$ cat src/rtl/dbnc_pkg.sv
// Shared constants for the card insertion debounce timer.
// Assumes a one-bit register address space.
package dbnc_pkg;
    localparam logic ADDR_STABLE = 1'b0;   // stable-time value
    localparam logic ADDR_CTRL   = 1'b1;   // control, bit 0 = prescaler bypass
    localparam int   CTRL_BYPASS_BIT = 0;
endpackage

$ cat src/rtl/dbnc_sync.sv
// Multi-stage synchronizer for the asynchronous detect input, plus a
// falling-edge pulse on the synchronized level.
// Assumes STAGES >= 2 and an input that may change at any time.
module dbnc_sync #(
    parameter int STAGES = 2
) (
    input  logic clk,
    input  logic rst_n,
    input  logic async_in,
    output logic level_o,
    output logic fall_o
);
    logic [STAGES-1:0] chain;
    logic              level_q;

    // Shift the input through the synchronizer chain.
    always_ff @(posedge clk) begin
        if (!rst_n) chain <= '0;
        else        chain <= {chain[STAGES-2:0], async_in};
    end

    // Remember the previous synchronized level for edge detection.
    always_ff @(posedge clk) begin
        if (!rst_n) level_q <= 1'b0;
        else        level_q <= chain[STAGES-1];
    end

    assign level_o = chain[STAGES-1];
    assign fall_o  = level_q & ~chain[STAGES-1];
endmodule

$ cat src/rtl/dbnc_regs.sv
// Register file: stable-time value and prescaler-bypass control.
// Assumes DATA_W > COUNT_W. Unused read bits return zero.
module dbnc_regs
    import dbnc_pkg::*;
#(
    parameter int DATA_W  = 16,
    parameter int COUNT_W = 8
) (
    input  logic               clk,
    input  logic               rst_n,
    input  logic               wr_en,
    input  logic               addr,
    input  logic [DATA_W-1:0]  wdata,
    input  logic               rd_addr,
    output logic [DATA_W-1:0]  rdata,
    output logic [COUNT_W-1:0] stable_o,
    output logic               bypass_o
);
    logic [COUNT_W-1:0] stable_q;
    logic               bypass_q;

    // Capture writes into the addressed register.
    always_ff @(posedge clk) begin
        if (!rst_n) begin
            stable_q <= '0;
            bypass_q <= 1'b0;
        end else if (wr_en) begin
            if (addr == ADDR_STABLE) stable_q <= wdata[COUNT_W-1:0];
            else                     bypass_q <= wdata[CTRL_BYPASS_BIT];
        end
    end

    // Form read data with unused bits forced to zero.
    always_comb begin
        rdata = '0;
        if (rd_addr == ADDR_STABLE) rdata[COUNT_W-1:0]     = stable_q;
        else                        rdata[CTRL_BYPASS_BIT] = bypass_q;
    end

    assign stable_o = stable_q;
    assign bypass_o = bypass_q;
endmodule

$ cat src/rtl/dbnc_counter.sv
// Cascaded prescaler and hold counter. While run is low, both counters
// are held at their reload values. fire pulses on the cycle in which the
// last tick of the period occurs.
// Assumes PRESCALE_W >= 0; 0 means the prescaler is absent.
module dbnc_counter #(
    parameter int PRESCALE_W = 16,
    parameter int COUNT_W    = 8
) (
    input  logic               clk,
    input  logic               rst_n,
    input  logic               run,
    input  logic               bypass,
    input  logic [COUNT_W-1:0] load_val,
    output logic               fire
);
    logic               tick;
    logic [COUNT_W-1:0] hold_q;

    generate
        if (PRESCALE_W > 0) begin : g_pre
            logic [PRESCALE_W-1:0] pre_q;
            // Count the prescaler down from all ones, reloading when it
            // runs out or when counting is not active.
            always_ff @(posedge clk) begin
                if (!rst_n)                 pre_q <= '1;
                else if (!run || pre_q == '0) pre_q <= '1;
                else                        pre_q <= pre_q - 1'b1;
            end
            assign tick = bypass | (pre_q == '0);
        end else begin : g_nopre
            assign tick = 1'b1;
        end
    endgenerate

    // Reload the hold counter when idle; otherwise step it on each tick.
    always_ff @(posedge clk) begin
        if (!rst_n)                           hold_q <= '0;
        else if (!run)                        hold_q <= load_val;
        else if (tick && hold_q != '0)        hold_q <= hold_q - 1'b1;
    end

    assign fire = run & tick & (hold_q == '0);
endmodule

$ cat src/rtl/card_debounce.sv
// Card insertion debounce timer top. Synchronizes the detect input and
// runs the cascaded counter while detect is high and enable is set.
// Sets the status when the period completes. Clears the status on a
// detect fall or on irq_clr.
// Assumes one clock domain for everything except detect_in.
module card_debounce #(
    parameter int DATA_W     = 16,
    parameter int COUNT_W    = 8,
    parameter int PRESCALE_W = 16,
    parameter int SYNC_STAGES = 2
) (
    input  logic              clk,
    input  logic              rst_n,
    input  logic              enable,
    input  logic              detect_in,
    input  logic              reg_wr_en,
    input  logic              reg_addr,
    input  logic [DATA_W-1:0] reg_wdata,
    input  logic              reg_rd_addr,
    output logic [DATA_W-1:0] reg_rdata,
    input  logic              irq_clr,
    output logic              card_in_irq
);
    logic               det_s;
    logic               det_fall;
    logic [COUNT_W-1:0] stable_val;
    logic               bypass;
    logic               fire;
    logic               done_q;
    logic               run;

    dbnc_sync #(.STAGES(SYNC_STAGES)) u_sync (
        .clk      (clk),
        .rst_n    (rst_n),
        .async_in (detect_in),
        .level_o  (det_s),
        .fall_o   (det_fall)
    );

    dbnc_regs #(.DATA_W(DATA_W), .COUNT_W(COUNT_W)) u_regs (
        .clk      (clk),
        .rst_n    (rst_n),
        .wr_en    (reg_wr_en),
        .addr     (reg_addr),
        .wdata    (reg_wdata),
        .rd_addr  (reg_rd_addr),
        .rdata    (reg_rdata),
        .stable_o (stable_val),
        .bypass_o (bypass)
    );

    assign run = enable & det_s & ~done_q;

    dbnc_counter #(.PRESCALE_W(PRESCALE_W), .COUNT_W(COUNT_W)) u_cnt (
        .clk      (clk),
        .rst_n    (rst_n),
        .run      (run),
        .bypass   (bypass),
        .load_val (stable_val),
        .fire     (fire)
    );

    // Block further counting after a raise until detect drops.
    always_ff @(posedge clk) begin
        if (!rst_n)      done_q <= 1'b0;
        else if (!det_s) done_q <= 1'b0;
        else if (fire)   done_q <= 1'b1;
    end

    // Hold the card-inserted status; a raise wins over a clear.
    always_ff @(posedge clk) begin
        if (!rst_n)                   card_in_irq <= 1'b0;
        else if (fire)                card_in_irq <= 1'b1;
        else if (det_fall || irq_clr) card_in_irq <= 1'b0;
    end
endmodule

$ cat config.mk
export PLATFORM = sky130hd
export DESIGN_NAME = card_debounce
export DESIGN_NICKNAME = d
export VERILOG_FILES = /design/src/rtl/dbnc_pkg.sv /design/src/rtl/dbnc_sync.sv /design/src/rtl/dbnc_regs.sv /design/src/rtl/dbnc_counter.sv /design/src/rtl/card_debounce.sv
export SDC_FILE = /design/constraint.sdc
export NUM_CORES = 1
export LEC_CHECK = 0
export BUFFER_PORTS_ARGS = -buffer_cell sky130_fd_sc_hd__buf_2
export CORE_MARGIN = 5
export CORE_UTILIZATION = 50
export CTS_BUF_LIST = sky130_fd_sc_hd__clkbuf_2 sky130_fd_sc_hd__clkbuf_4 sky130_fd_sc_hd__clkbuf_8
export DETAILED_ROUTE_END_ITERATION = 10
export PLACE_DENSITY = 0.78
export RECOVER_POWER = 50
export SETUP_SLACK_MARGIN = 0.2
export SYNTH_ARGS = -nofsm -noshare
export SYNTH_HDL_FRONTEND = slang
export SYNTH_SLANG_ARGS = --single-unit
$ cat constraint.sdc
create_clock -name clk -period 2 [get_ports clk]
set_clock_uncertainty 0.1 [all_clocks]
set_input_delay 0.4 -clock clk [delete_from_list [all_inputs] [get_ports clk]]
set_output_delay 0.4 -clock clk [all_outputs]
set_load 0.05 [all_outputs]
# == Yosys cells after proc, flatten, opt, wreduce, memory -nomap -nowiden ==
# Cells that the tools add are included.
# W data, S select, Z words.
# classes
n_addsub,2
n_mul,0
div_mod_pow,0
magnitude_cmp,0
n_eq_ne,1
shift,0
n_mux,6
n_bitwise,10
n_reduce_logical,12
# ops
cell,count
$logic_not A16 Y1,1
$mux W8,2
$sub A16 B1 Y16 const B,1
$logic_not A8 Y1,1
$reduce_bool A8 Y1,1
$sub A8 B1 Y8 const B,1
$mux W7,1
$reduce_and A2 Y1,3
$and A1 B1 Y1,5
$not A1 Y1,4
$mux W1,3
$logic_or A1 B1 Y1,2
$ne A2 B2 Y1 const B,1
$reduce_bool A2 Y1,1
$reduce_or A2 Y1,1
$logic_and A1 B1 Y1,1
$logic_not A1 Y1,1
$or A1 B1 Y1,1
# word_totals
ff_bits,38
latch_bits,0
mem_bits_rw,0
romBits,0
inputBits,24
output_inout_bits,17
elab_cells,39
mem_count,0

# == Logic depth before layout (Yosys ltp) ==
# Gate-level depths: netlist of the first run.
# logic_depth
ltp_word,5
mapped_depth,8
ltp_nobuf,7

# == By module ==
# From an unflattened synthesis of the first run, not the netlist that was laid out.
# unflattened
cells_unflattened,203
area_unflattened_um2,1858.0
# by_module_without_submodules
mod,n_inst,cells_per_inst,area_per_inst_um2
dbnc_counter,1,132,1183.6
dbnc_regs,1,57,508.0
dbnc_sync,1,7,88.8
card_debounce,1,7,77.6

# == Least setup slack after synthesis of the first run ==
# Ideal clock, no wire load.
# synth_timing
kind,register to register
start,register u_cnt.hold_q[2]
end,register u_cnt.hold_q[1]
setup_time_ns,0.069
arrival_ns,2.028
setup_slack_ns,-0.197
stages_incl_launch_ff,7
path_buffers,1
period_less_slack_ns,2.197
path_cell_list,dfxtp_1 buf_6 or4_4 or4b_4 o21ai_4 mux2_1 o21ai_1
# synth_between
elab_chain_cells,3
# synth_lines
item,line_no,source
"start, declared",dbnc_counter.sv:17,logic [COUNT_W-1:0] hold_q;
"start signal, assigned",dbnc_counter.sv:38,else if (!run) hold_q <= load_val;
"start signal, assigned",dbnc_counter.sv:39,else if (tick && hold_q != '0) hold_q <= hold_q - 1'b1;
$reduce_bool A8 Y1,dbnc_counter.sv:39,
$logic_and A1 B1 Y1,dbnc_counter.sv:39,
$ne A2 B2 Y1 (no line),n/a,
# Every way passes these cells.
# A chain may end at the register's enable or synchronous reset.

# == Worst setup path in the final report of the first run ==
# layout_timing
start,register u_cnt.hold_q[5]
end,register u_cnt.hold_q[1]
# Same word-level chain as after synthesis.

==> results.sh, run 1 <==
export IMPL_finalCritPeriodShare_pct=105.7
export IMPL_setup_viol=10
export IMPL_failed_checks="negative setup slack"
export IMPL_syn_area_per_cell_sq_um=8.880
export IMPL_overflow=0
export IMPL_p_seq_share_pct=47.4
export IMPL_root_buffer="clkbuf_8"
export IMPL_fmax_mhz=473.1
export IMPL_tightest_slew_ns=0.6092
export IMPL_diodes=0
export IMPL_slew_headroom_pct=59.56
export IMPL_grt_pass1_wl_um=6989
export IMPL_cts_sinks=38
export IMPL_drv_cap=0
export IMPL_drt_first_pass_iters=4
export IMPL_p_per_area_mw_per_mm2=689.1
export IMPL_hp_class="in2reg"
export IMPL_synth_seq_cells=38
export IMPL_synth_area_top_cells="dfxtp_1 42%, nand2_1 5.7%, nor2b_1 5.5%"
export IMPL_outcome="complete, but fails checks"
export IMPL_pwr_share_clk_pct=39.7
export IMPL_rsz0062_at_grt="true"
export IMPL_synth_cell_types=44
export IMPL_crit_arrival_ns=2.24
export IMPL_clk_latency_ns=0.29
export IMPL_path_class="reg2reg"
export IMPL_htree_levels=2
export IMPL_dp_cells=289
export IMPL_async_reset_ff_share_pct=0
export IMPL_hold_viol=0
export IMPL_comb_power_share_pct=12.9
export IMPL_final_setup_worst_slack_ns=-0.1138
export IMPL_final_common_cell="dfxtp_1"
export IMPL_synth_top_cell_area_share_pct=41.59
export IMPL_grt_usage_pct=17.72
export IMPL_p_sw_share_pct=24.39
export IMPL_cp_max_fo=5
export IMPL_hold_buffers=0
export IMPL_multi_input_area_sq_mm=0.001112
export IMPL_place_gp_congestion=0.8324
export IMPL_route_detailed_drc=0
export IMPL_ff_latch_area_sq_um=765.7
export IMPL_wl_per_cell_um=13.75
export IMPL_end_kind="flop"
export IMPL_path_clk_slew_ns=0.07
export IMPL_final_cells=305
export IMPL_grt_max_degree=22
export IMPL_dieArea_sq_mm=0.004968
export IMPL_core_area_sq_mm=0.003606
export IMPL_dieWidth_um=70.49
export IMPL_drv_slew=0
export IMPL_drt_iter0_drc=107
export IMPL_post_dp_cell_area_sq_mm=0.002106
export IMPL_layout_min_cycle_time_ns=2.114
export IMPL_synthCells=206
export IMPL_critPathLaunchType="flop"
export IMPL_synth_top_cell_by_area="dfxtp_1"
export IMPL_mostFrequentLayoutCells="34 x dfxtp_1, 23 x nand2_1, 21 x buf_4, 17 x buf_2, 16 x nor2b_1"
export IMPL_internal_power_mw=1.258
export IMPL_utilization_pct=66.93
export IMPL_viasPerCell=5.131
export IMPL_antenna_found_initial=0
export IMPL_ys_warn_count=0
export IMPL_placementRows=22
export IMPL_seq_area_frac_synth_pct=41.59
export IMPL_die_h_um=70.49
export IMPL_wirelength_um=4194
export IMPL_tritoncts_num_buffers=5
export IMPL_grt_pass1_vias=1517
export IMPL_synthFlopType="dfxtp_1"
export IMPL_worstPathRequired_ns=2.13
export IMPL_leakage_nw=1.020
export IMPL_layout_nets=284
export IMPL_vias=1565
export IMPL_p_switching_mw=0.4057
export IMPL_ir_worst_vdd_uv=618.2
export IMPL_synth_area_sq_mm=0.001829
export IMPL_drive_gt1_share_pct=31.52
export IMPL_area_delta_synth_final_pct=31.94
export IMPL_cts_buffer_depth=2
export IMPL_finalInstanceArea_sq_mm=0.002414
export IMPL_timing_hold_ws_ns=0.2228
export IMPL_synth_edf_count=0
export IMPL_dpl_hpwl_um=2786
export IMPL_io_pins=41
export IMPL_initial_core_util_pct=50.73
export IMPL_portBuffers=24
export IMPL_antenna_left=0
export IMPL_cts_tree="yes"
export IMPL_fillCellCount=264
==> synthesized netlist by cell type (2+ instances only) <==
library cell and instances:
a21boi_0 3, and2_1 4, and3_1 3, buf_4 8
clkbuf_1 5, dfxtp_1 38, ha_1 3, inv_1 6
mux2i_1 8, nand2_1 28, nand3_1 7, nand3b_1 2
nor2_1 11, nor2b_1 16, nor3_1 3, nor4_1 6
o2111ai_1 2, o21ai_0 9, or2_2 2, or3_1 2
or4_1 2, xnor2_1 8, xor2_1 9
==> metrics by stage <==
step                power (mW)  setup TNS [ns]  setup slack [ns]
CTS                      1.667         -0.5786           -0.1050
global placement        0.9887         -0.1528          -0.07187
floorplan               0.9526         -0.2757           -0.1446
global route             1.732          -1.238           -0.1613
detailed placement      0.9927          -1.199           -0.1265
finish                   1.663         -0.7051           -0.1138
==> repair_timing <==
item,4_1_cts,5_1_grt
resized for setup,20,14
setup endpoints to repair,24,25
setup buffers,6,3
pin swaps,9,14
==> final cells by class <==
cell class | count | share of cell area (%)
Inverter | 6 | 0.9331
Clock buffer | 6 | 3.421
Timing Repair Buffer | 52 | 14.10
Clock inverter | 1 | 1.244
Sequential cell | 38 | 31.73
Tap cell | 48 | 2.488
Multi-Input combinational cell | 154 | 46.09
==> path summary, 6_finish.rpt <==
| check | end | slack (ns) | depth (start not counted) | from |
|---|---|---|---|---|
| max reg2reg | u_cnt.hold_q[1] | -0.11 | 5 | u_cnt.hold_q[5] |
| max | u_cnt.hold_q[1] | -0.11 | 5 | u_cnt.hold_q[5] |
| min | u_sync.chain[0] | 0.22 | 2 | detect_in |
| min reg2reg | u_sync.chain[1] | 0.34 | 1 | u_sync.chain[0] |
==> flip-flops by register name, indices dropped and copies added (netlist names) <==
name and count:
done_q 1, u_regs.stable_o 8, u_sync.chain 2, u_sync.level_q 1, u_cnt.hold_q 8, u_cnt.g_pre.pre_q 16, card_in_irq 1, u_regs.bypass_o 1
==> metal layers <==
metal	global-route usage, %	vias to the layer above	wire length [um]
met4	6.809	0	65
met3	4.892	6	173
met5	0	-	0
met2	28.69	40	2062
li1	-	789	-
met1	22.19	730	1893
==> power groups by stage <==
| stage | clock network, mW | logic [mW] | registers (mW) |
|---|---|---|---|
| 2_1_floorplan | 0 | 0.152 | 0.801 |
| 3_3_place_gp | 0 | 0.185 | 0.803 |
| 3_5_place_dp | 0 | 0.189 | 0.804 |
| 4_1_cts | 0.670 | 0.210 | 0.788 |
| 5_1_grt | 0.710 | 0.232 | 0.789 |
| 6_report | 0.660 | 0.215 | 0.788 |
==> critical path: stages, from the launching register on <==
cell	delay, ns
dfxtp_2	0.32
or4_4	0.53
or4b_4	0.54
o21ai_4	0.12
mux2_4	0.32
o21ai_2	0.11
==> cell families (layout without fill, tap and decap cells) <==
family | after synthesis | after routing | share of synthesized area [%]
xor+xnor | 17 | 17 | 8.140
simple gates | 92 | 92 | 26.88
other cells | 1 | 8 | 0.2050
buf+inv | 21 | 65 | 6.429
flops | 38 | 38 | 41.59
fa+ha+maj | 3 | 3 | 2.052
compound gates | 24 | 24 | 9.098
mux | 10 | 10 | 5.609
No activity file was read; power rests on OpenSTA's default activity.
==> run 2, diff against run 1 <==
PLACE_DENSITY = 0.77   (was 0.78)
SYNTH_HIERARCHICAL = 1   (was default)
==> run 2 against run 1 <==
  * The flow still finishes with violations (negative setup slack)
  * Sequential power about the same
  * Flip-flop and latch count unchanged
  * First-iteration DRC count is 23% lower
  * Synthesized cell count decreased by 1.5%
  * Register-to-register slack got worse by 0.04 ns
  * Clock power decreased by 2%
  * Final area grew 6.5%
  * Largest power group unchanged
  * Highest routed layer unchanged
==> results.sh, run 2 <==
export IMPL_synth_xor_area_share_pct=5.657
export IMPL_ff_latch_area_sq_um=770.7
export IMPL_r2r_end="u_cnt/hold_q[6]"
export IMPL_largest_reg_flops=16
export IMPL_synth_area_top_cells="dfxtp_1 41%, nand2_1 7.1%, mux2i_1 4.8%"
export IMPL_synth_top_cell_area_share_pct=40.94
export IMPL_synth_top_family_by_area="simple AND/OR/NAND/NOR gates"
export IMPL_fmax_mhz=463.5
export IMPL_area_delta_synth_final_pct=38.38
export IMPL_synth_area_mux_share_pct=5.455
export IMPL_synth_cell_types=50
export IMPL_io_pins=41
export IMPL_finalCritPeriodShare_pct=107.9
export IMPL_synthCells=203
export IMPL_slew_headroom_pct=59.27
export IMPL_synth_compound_area_share_pct=11.11
export IMPL_initial_core_util_pct=51.14
export IMPL_fillCellCount=293
export IMPL_synthAdderAreaFrac_pct=2.020
export IMPL_hold_viol=0
export IMPL_mostFrequentLayoutCells="30 x dfxtp_1, 28 x buf_4, 27 x nand2_1, 17 x buf_2, 10 x buf_6"
export IMPL_async_reset_ff_share_pct=0
export IMPL_htree_levels=2
export IMPL_die_h_um=70.96
export IMPL_worstHoldStart="detect_in"
export IMPL_syn_area_per_cell_sq_um=9.153
export IMPL_rsz0062_at_grt="true"
export IMPL_dieWidth_um=70.96
export IMPL_placementRows=22
export IMPL_final_setup_worst_slack_ns=-0.1574
export IMPL_route_detailed_drc=0
export IMPL_cts_buffer_depth=2
export IMPL_portBuffers=24
export IMPL_synthFlopType="dfxtp_1"
export IMPL_dp_cells=295
export IMPL_drv_slew=0
export IMPL_setup_viol=9
export IMPL_dpl_hpwl_um=2744
export IMPL_place_gp_congestion=0.7944
export IMPL_failed_checks="negative setup slack"
export IMPL_tightest_slew_ns=0.6136
export IMPL_crit_reg2reg_launch="u_cnt/hold_q[5]"
export IMPL_multi_input_area_sq_mm=0.001179
export IMPL_r2r_cells=5
export IMPL_synth_area_sq_mm=0.001858
export IMPL_dieArea_sq_mm=0.005035
export IMPL_path_clk_slew_ns=0.07
export IMPL_root_buffer="clkbuf_8"
export IMPL_grt_usage_pct=16.78
export IMPL_hp_class="in2reg"
export IMPL_worstPathRequired_ns=2.08
export IMPL_outcome="complete, but fails checks"
export IMPL_drt_first_pass_iters=4
export IMPL_vias=1612
export IMPL_grt_pass1_vias=1553
export IMPL_synth_common_cells="38 x dfxtp_1, 35 x nand2_1, 9 x mux2i_1, 9 x o21ai_0"
export IMPL_ir_worst_vdd_uv=444.1
export IMPL_cts_tree="yes"
export IMPL_layout_min_cycle_time_ns=2.157
export IMPL_cts_sinks=38
export IMPL_critPathLaunchType="flop"
export IMPL_clk_latency_ns=0.30
export IMPL_grt_pass1_wl_um=6699
export IMPL_yosys_area_share_simple_pct=27.34
export IMPL_drt_iter0_drc=82
export IMPL_synth_seq_cells=38
export IMPL_largest_register="u_cnt/g_pre.pre_q"
export IMPL_final_common_cell="dfxtp_1"
export IMPL_ys_warn_count=6
export IMPL_hold_buffers=0
export IMPL_antenna_found_initial=0
export IMPL_seq_area_frac_synth_pct=40.94
export IMPL_place_ws_ns=-0.1103
export IMPL_overflow=0
export IMPL_tritoncts_num_buffers=5
export IMPL_grt_max_degree=33
export IMPL_leakage_nw=1.080
export IMPL_final_cells=312
export IMPL_path_class="reg2reg"
export IMPL_p_per_area_mw_per_mm2=642.7
export IMPL_holdPathStages=2
export IMPL_synth_edf_count=0
export IMPL_rrSetupSlack_ns=-0.16
export IMPL_synth_top_cell_by_area="dfxtp_1"
export IMPL_yosysMostFrequentCell="dfxtp_1"
export IMPL_end_kind="flop"
export IMPL_drive_gt1_share_pct=44.70
export IMPL_layout_nets=290
export IMPL_viasPerCell=5.167
export IMPL_crit_arrival_ns=2.24
export IMPL_cp_max_fo=5
export IMPL_diodes=0
export IMPL_antenna_left=0
export IMPL_wl_per_cell_um=13.83
export IMPL_wirelength_um=4314
export IMPL_drv_cap=0
export IMPL_core_area_sq_mm=0.003633
export IMPL_worstHoldEndpoint="u_sync/chain[0]"
run 2: changes by cell type in the layout (fill, tap and decap cells not counted), sizes merged, moves of 5 or more:
| cell | delta |
|---|---|
| buf | +11 |
| nor2b | -8 |
| nand2 | +7 |
| a31oi | +5 |
| nand3 | -5 |
| nor2 | -5 |
| o31ai | +5 |
| or4 | +5 |
| xor2 | -5 |
run 2: per-layer routing:
layer	global-route usage (%)	share of wire [%]
met5	0	0
met2	30.07	54
met1	18.60	41
met4	5.010	1.3
met3	5.824	4.3
run 2: worst max path at each step:
stage                                 end  depth (start not counted)            startpoint
detailed placement        u_cnt/hold_q[4]                          5       u_cnt/hold_q[5]
floorplan           u_cnt/g_pre.pre_q[15]                          6  u_cnt/g_pre.pre_q[3]
finish                    u_cnt/hold_q[6]                          5       u_cnt/hold_q[5]
CTS                       u_cnt/hold_q[4]                          5       u_cnt/hold_q[5]
global placement          u_cnt/hold_q[4]                          5       u_cnt/hold_q[5]
global route              u_cnt/hold_q[4]                          7  u_cnt/g_pre.pre_q[1]
run 2: report_power, final:
part / leakage, nW / switching (mW) / internal [mW]
Sequential: 0.308 / 0.0131 / 0.776
Clock: 0.0579 / 0.280 / 0.367
Combinational: 0.715 / 0.130 / 0.0868
run 2: cell type report:
class	count	area share, %
Multi-Input combinational cell	151	45.84
Sequential cell	38	29.98
Timing Repair Buffer	62	16.89
Clock buffer	5	2.676
Tap cell	48	2.336
Clock inverter	3	1.557
Inverter	5	0.7299
run 2: kinds of logic after synthesis:
| group | Yosys count |
|---|---|
| fa+ha+maj | 3 |
| flops | 38 |
| simple gates | 88 |
| other cells | 1 |
| buf+inv | 21 |
| xor+xnor | 12 |
| compound gates | 30 |
| mux | 10 |
run 2: repair_timing:
| item | in CTS | in global routing |
|---|---|---|
| endpoints found under the setup margin | 26 | 26 |
| hold endpoints to repair | 0 | 0 |
| setup buffers | 4 | 5 |
| resized for setup | 24 | 25 |
| pin swaps | 16 | 14 |
run 2: through the flow:
stage | instance area, sq um | power [mW] | setup TNS (ns) | util, % | hold WS (ns)
finish | 2571 | 1.653 | -0.7166 | 70.76 | 0.2131
global route | 2571 | 1.720 | -1.418 | 70.76 | 0.2230
CTS | 2454 | 1.643 | -0.5332 | 67.53 | 0.2067
detailed placement | 2207 | 1.005 | -0.5354 | 60.74 | 0.3147
global placement | 2207 | 1.001 | -0.3487 | 60.74 | 0.3089
floorplan | 1937 | 0.9612 | -0.2367 | - | 0.2936
run 2: worst max-delay path, stage by stage, from the launching register on:
cell and delay [ns]:
dfxtp_2 0.33, or4_4 0.54, or4b_4 0.53, o211ai_1 0.26, or3_2 0.22, a31oi_1 0.07
